[src/rtl/bucket_watch.sv]
module bucket_watch #(
  parameter int CW     = 8,
  parameter int RATE_W = 2
) (
  input  logic              clk,
  input  logic              rst_n,
  input  logic              tick,
  input  logic              active,
  input  logic [CW-1:0]     cfg_size,
  input  logic [CW-1:0]     cfg_hi,
  input  logic [CW-1:0]     cfg_lo,
  input  logic [RATE_W-1:0] cfg_rate,
  output logic [CW-1:0]     level,
  output logic              alarm
);
  localparam int PRE_W = (1 << RATE_W) - 1;

  logic [CW-1:0]    lvl_q, lvl_d;
  logic [PRE_W-1:0] pre_q, pre_d, pre_lim;
  logic             alm_q, alm_d;
  logic             leak;

  assign pre_lim = {PRE_W{1'b1}} >> (RATE_W'(PRE_W) - cfg_rate);
  assign leak    = active && (pre_q == pre_lim);

  always_comb begin
    lvl_d = lvl_q;
    pre_d = pre_q;
    alm_d = alm_q;
    if (tick) begin
      if (!active) begin
        if (lvl_q < cfg_size)      lvl_d = lvl_q + CW'(1);
        else                       lvl_d = cfg_size;
      end else begin
        pre_d = leak ? '0 : pre_q + PRE_W'(1);
        if (leak && lvl_q != '0)   lvl_d = lvl_q - CW'(1);
      end
      if (lvl_d >= cfg_hi)         alm_d = 1'b1;
      else if (lvl_d <= cfg_lo)    alm_d = 1'b0;
    end
  end

  always_ff @(posedge clk) begin
    if (!rst_n) begin
      lvl_q <= '0;
      pre_q <= '0;
      alm_q <= 1'b0;
    end else begin
      lvl_q <= lvl_d;
      pre_q <= pre_d;
      alm_q <= alm_d;
    end
  end

  assign level = lvl_q;
  assign alarm = alm_q;
endmodule

[config.mk]
export PLATFORM = sky130hd
export DESIGN_NAME = bucket_watch
export DESIGN_NICKNAME = d
export VERILOG_FILES = /design/src/rtl/bucket_watch.sv
export SDC_FILE = /design/constraint.sdc
export NUM_CORES = 1
export LEC_CHECK = 0
export BUFFER_PORTS_ARGS = -buffer_cell sky130_fd_sc_hd__buf_2
export CAP_MARGIN = 15
export CORE_MARGIN = 2
export CORE_UTILIZATION = 55
export DETAILED_ROUTE_END_ITERATION = 10
export PLACE_DENSITY = 0.81
export SYNTH_ARGS = -nofsm -noshare
export SYNTH_HDL_FRONTEND = slang
export SYNTH_SLANG_ARGS = --single-unit
[constraint.sdc]
create_clock -name clk -period 3.9 [get_ports clk]
set_clock_uncertainty 0.15 [all_clocks]
set_input_delay 0.39 -clock clk [delete_from_list [all_inputs] [get_ports clk]]
set_output_delay 0.39 -clock clk [all_outputs]
set_load 0.03 [all_outputs]
Word level (Yosys, flattened, before mapping)

Index checks and enable logic that the tools add are counted.

Register bits: 12
Input port bits: 30
Output and inout bits: 9
Word-level logic and storage cells: 25

Reductions and logical operators: 6
Equality and inequality tests: 1
Add/sub/neg operators: 4
Order comparisons: 3
Mux-type cells: 7
Shift-type cells: 1

Operators with widths:

| kind                                             | count |
|---|---|
| 2-to-1 mux 8 bit                                 | 4 |
| adder 8 x 1 -> 8 bit, second input constant      | 1 |
| greater-or-equal comparator 8 bit                | 1 |
| <= comparator 8 bit                              | 1 |
| < comparator 8 bit                               | 1 |
| nonzero test 8 bit                               | 1 |
| subtractor 8 x 1 -> 8 bit, second input constant | 1 |
| AND reduction 2 bit                              | 2 |
| adder 3 x 1 -> 3 bit, second input constant      | 1 |
| == test 3 bit                                    | 1 |
| 2-to-1 mux 3 bit                                 | 1 |
| right shift 3 x 2 -> 3 bit, first input constant | 1 |
| logical AND 1 bit                                | 2 |
| 2-to-1 mux 1 bit                                 | 2 |
| nonzero test 2 bit                               | 1 |
| subtractor 2 bit, first input constant           | 1 |

Logic depth before layout (Yosys ltp)

Word-level depth: 11
Gate-level depth with buffers: 16

Least setup slack after synthesis

No wires, ideal clock.

Kind: register -> register
Start point: register lvl_q[1], in the netlist level[1]
End point: register alm_q, in the netlist alarm
Data arrival time: 3.077 ns
Path slack: 0.556 ns
Path buffers: 1
Stages on the path, launching flop included: 14
Clock period less this slack: 3.344 ns
Setup time: 0.117 ns
Data required time: 3.633 ns
Path through: dfxtp_1 > ha_1 > a2111o_1 > a31oi_4 > buf_6 > mux2i_1 > mux2i_1 > ha_1 > a21o_1 > a21oi_1 > nor2b_1 > o22ai_1 > o311ai_0 > a32o_1

Longest elaborated chain between the ends: 8
Elaborated cells on any way between the ends: 14
Those cells by class: 2 x add/sub; 3 x order compare; 5 x mux; 4 x reduce/logical

RTL lines:

| what                                                                         | RTL line | RTL |
|---|---|---|
| from (decl)                                                                  | 18       | `logic [CW-1:0] lvl_q, lvl_d;` |
| from (signal assigned)                                                       | 49       | `lvl_q <= lvl_d;` |
| parallel branches: the longest is 3 deep, another holds adder 8 x 1 -> 8 bit | -        |  |
| 2-to-1 mux 8 bit *                                                           | 31       | `if (!active) begin` |
| 2-to-1 mux 8 bit *                                                           | 30       | `if (tick) begin` |
| greater-or-equal comparator 8 bit or <= comparator 8 bit (tied branches)     | 38, 39   |  |
| nonzero test 2 bit (no source line)                                          | -        |  |
| AND reduction 2 bit (no source line)                                         | -        |  |
| to (signal assigned)                                                         | 51       | `alm_q <= alm_d;` |
| to (decl)                                                                    | 20       | `logic alm_q, alm_d;` |

Every way passes the cells marked *. The select of a mux whose other input is x is not followed.
A chain may end at the register's enable or synchronous reset.

Worst setup path in the final report

Same ends and word-level chain as after synthesis.

==> metrics.cfg <==
[status]
outcome = finished, final reports clean

[critical_path]
cp.required_ns = 3.91
cp.arrival_ns = 3.49
path_class = reg2reg
crit_path_start_kind = flop
endpoint_kind = flop
crit_fanout = 10

[synthesis]
synth_ff_type = dfxtp_1
ys_seq_elements = 12
synth_nets = 275
yosysWarnings = 0
syn_inst = 218
ys_seq_area_share_pct = 13.8
syn-mean-instance-area_sq_um = 8.01
synth_top_area_share_pct = 19.4
async_flop_share_pct = 0
synth.largest_area_cell = ha_1
syn_area_sq_mm = 0.00175
synth_cell_type_count = 54
ys_top_cells_by_area = ha_1, dfxtp_1, mux2i_1
synth-edff-count = 0

[die]
initial_core_util_pct = 57.6
die-area_sq_mm = 0.00364
io-pin-count = 39
core_area_sq_mm = 0.00303
die_h_microns = 60.3
placementRows = 20
die_w_microns = 60.3

[cts]
cts_num_sinks = 12
cts_hold_buf = 0
cts_setup_buffers = 0
cts_buffers = 3
root_buffer = clkbuf_4
cts_resized = 0
clkSlewWorstSetupHoldPaths_ns = 0.08
cts_tree = built
clk_path_buf_depth = 2
clkLatencyLatePin_ns = 0.27
ctsHtreeMaxLevel = 1

[placed_design]
dp.cells = 298
gp_congestion = 0.895
place_hpwl_microns = 3390
port_buffers = 38
place_area_sq_mm = 0.00199

[finish]
postLayoutCellArea_sq_mm = 0.00201
final_cell_mix = buf_2, inv_1, ha_1
area_growth_pct = 15.3
stdcell_count = 301
antennaDiodeCount = 0
drive_above_1_share_pct = 23.0
nets = 316
final_core_utilization_pct = 66.4
final_common_cell = buf_2

[detailed_routing]
avgViaCountPerCell = 5.61
firstDrtPassIters = 4
ant_nets = 0
dr_total_vias = 1688
drcViolationCount = 0
drt_wl_total_microns = 4080
wl_per_cell_microns = 13.5
drt_first_iter_violations = 77

[sta]
relSlewSlack_pct = 71.0
min_period_ns = 3.47
fin_crit_sh_pct = 89.1
rsz0062_at_grt = no
finalSetupTns_ns = 0
fmax_mhz = 288
tightest_slew_ns = 0.431
setup_viol = 0
holdWs_ns = 0.315
final_max_slew_viol_count = 0
final_hold_viol_count = 0

[global_route]
grt_pass1_vias = 1614
grt_max_degree = 19
grt_usage_pct = 25.1
grt_pass1_wl_microns = 7060
grt_remaining_overflow = 0
antenna_found_initial = 0

[pwr]
p_leak_nw = 1.11
p_per_area_mw_per_mm2 = 235
irDropWorstVdd_v = 0.000118

[flow_run]
maxCapViolCount = 0

[hold_path]
hold_path.class = in2reg

## Yosys cell counts, types with 2 or more instances
library cell	count
a21o_1	3
o22ai_1	2
nor3_1	5
and2_1	3
a211o_1	2
clkbuf_1	5
a21oi_1	13
a2111o_1	2
o21ai_0	13
dfxtp_1	12
nor2b_1	4
a41oi_1	2
nand2b_1	6
xnor2_1	2
nand2_1	16
buf_6	2
o21ba_1	3
nand3_1	6
nor2_1	12
a22o_1	2
xor2_1	3
a211oi_1	3
mux2i_1	11
inv_1	29
ha_1	27
nand4_1	2
## per-layer routing
layer  up-vias  global-route usage (%)  wire length (microns)
met5         -                       0                      0
met3         6                    2.99                    153
met4         0                    7.62                     78
met1       783                    33.4                   1900
li1        859                       -                      -
met2        40                    42.5                   1950
## registers in the layout (all words and copies together), names as in the netlist
signal	flops
alarm	1
level	8
pre_q	3
## critical path: stages (launching register included)
cell	delay [ns]
dfxtp_1	0.42
ha_1	0.26
a2111o_1	0.44
a31oi_4	0.41
mux2i_1	0.13
mux2i_1	0.30
ha_1	0.31
a21o_1	0.18
a21oi_1	0.13
nor2b_1	0.06
o22ai_1	0.12
o311ai_0	0.15
a32o_1	0.28
## per-stage QoR
step / total power [mW] / worst slack [ns]
floorplan: 0.330 / 0.556
global placement: 0.391 / 0.308
detailed placement: 0.396 / 0.288
CTS: 0.474 / 0.421
global route: 0.511 / 0.147
finish: 0.473 / 0.425
## final timing paths
kind	start	end	slack, ns	depth (start not counted)
setup / recovery	level[1]	alarm	0.43	12
hold / removal	rst_n	level[2]	0.31	2
setup reg to reg	level[1]	alarm	0.43	12
hold reg to reg	pre_q[2]	pre_q[2]	0.38	2
## power breakdown
| group | internal (mW) | switching, mW | leakage, nW |
|---|---|---|---|
| combinational | 0.111 | 0.142 | 0.998 |
| sequential | 0.131 | 0.0110 | 0.0982 |
| clock | 0.0357 | 0.0425 | 0.0138 |
| total | 0.277 | 0.196 | 1.11 |
## cells by family after synthesis
| kind of cell | share of synthesized area, % |
|---|---|
| fa+ha+maj | 19.4 |
| compound gates | 26.1 |
| xor+xnor | 2.51 |
| flops | 13.8 |
| mux | 9.10 |
| buf+inv | 9.32 |
| simple gates | 19.9 |
## final cells by class
class                           instances  area [sq um]
Fill cell                             277          1020
Tap cell                               44          55.1
Sequential cell                        12           240
Timing Repair Buffer                   45           243
Multi-Input combinational cell        168          1340
Inverter                               29           109
Clock buffer                            3          22.5
No activity file was read; power rests on OpenSTA's default activity.
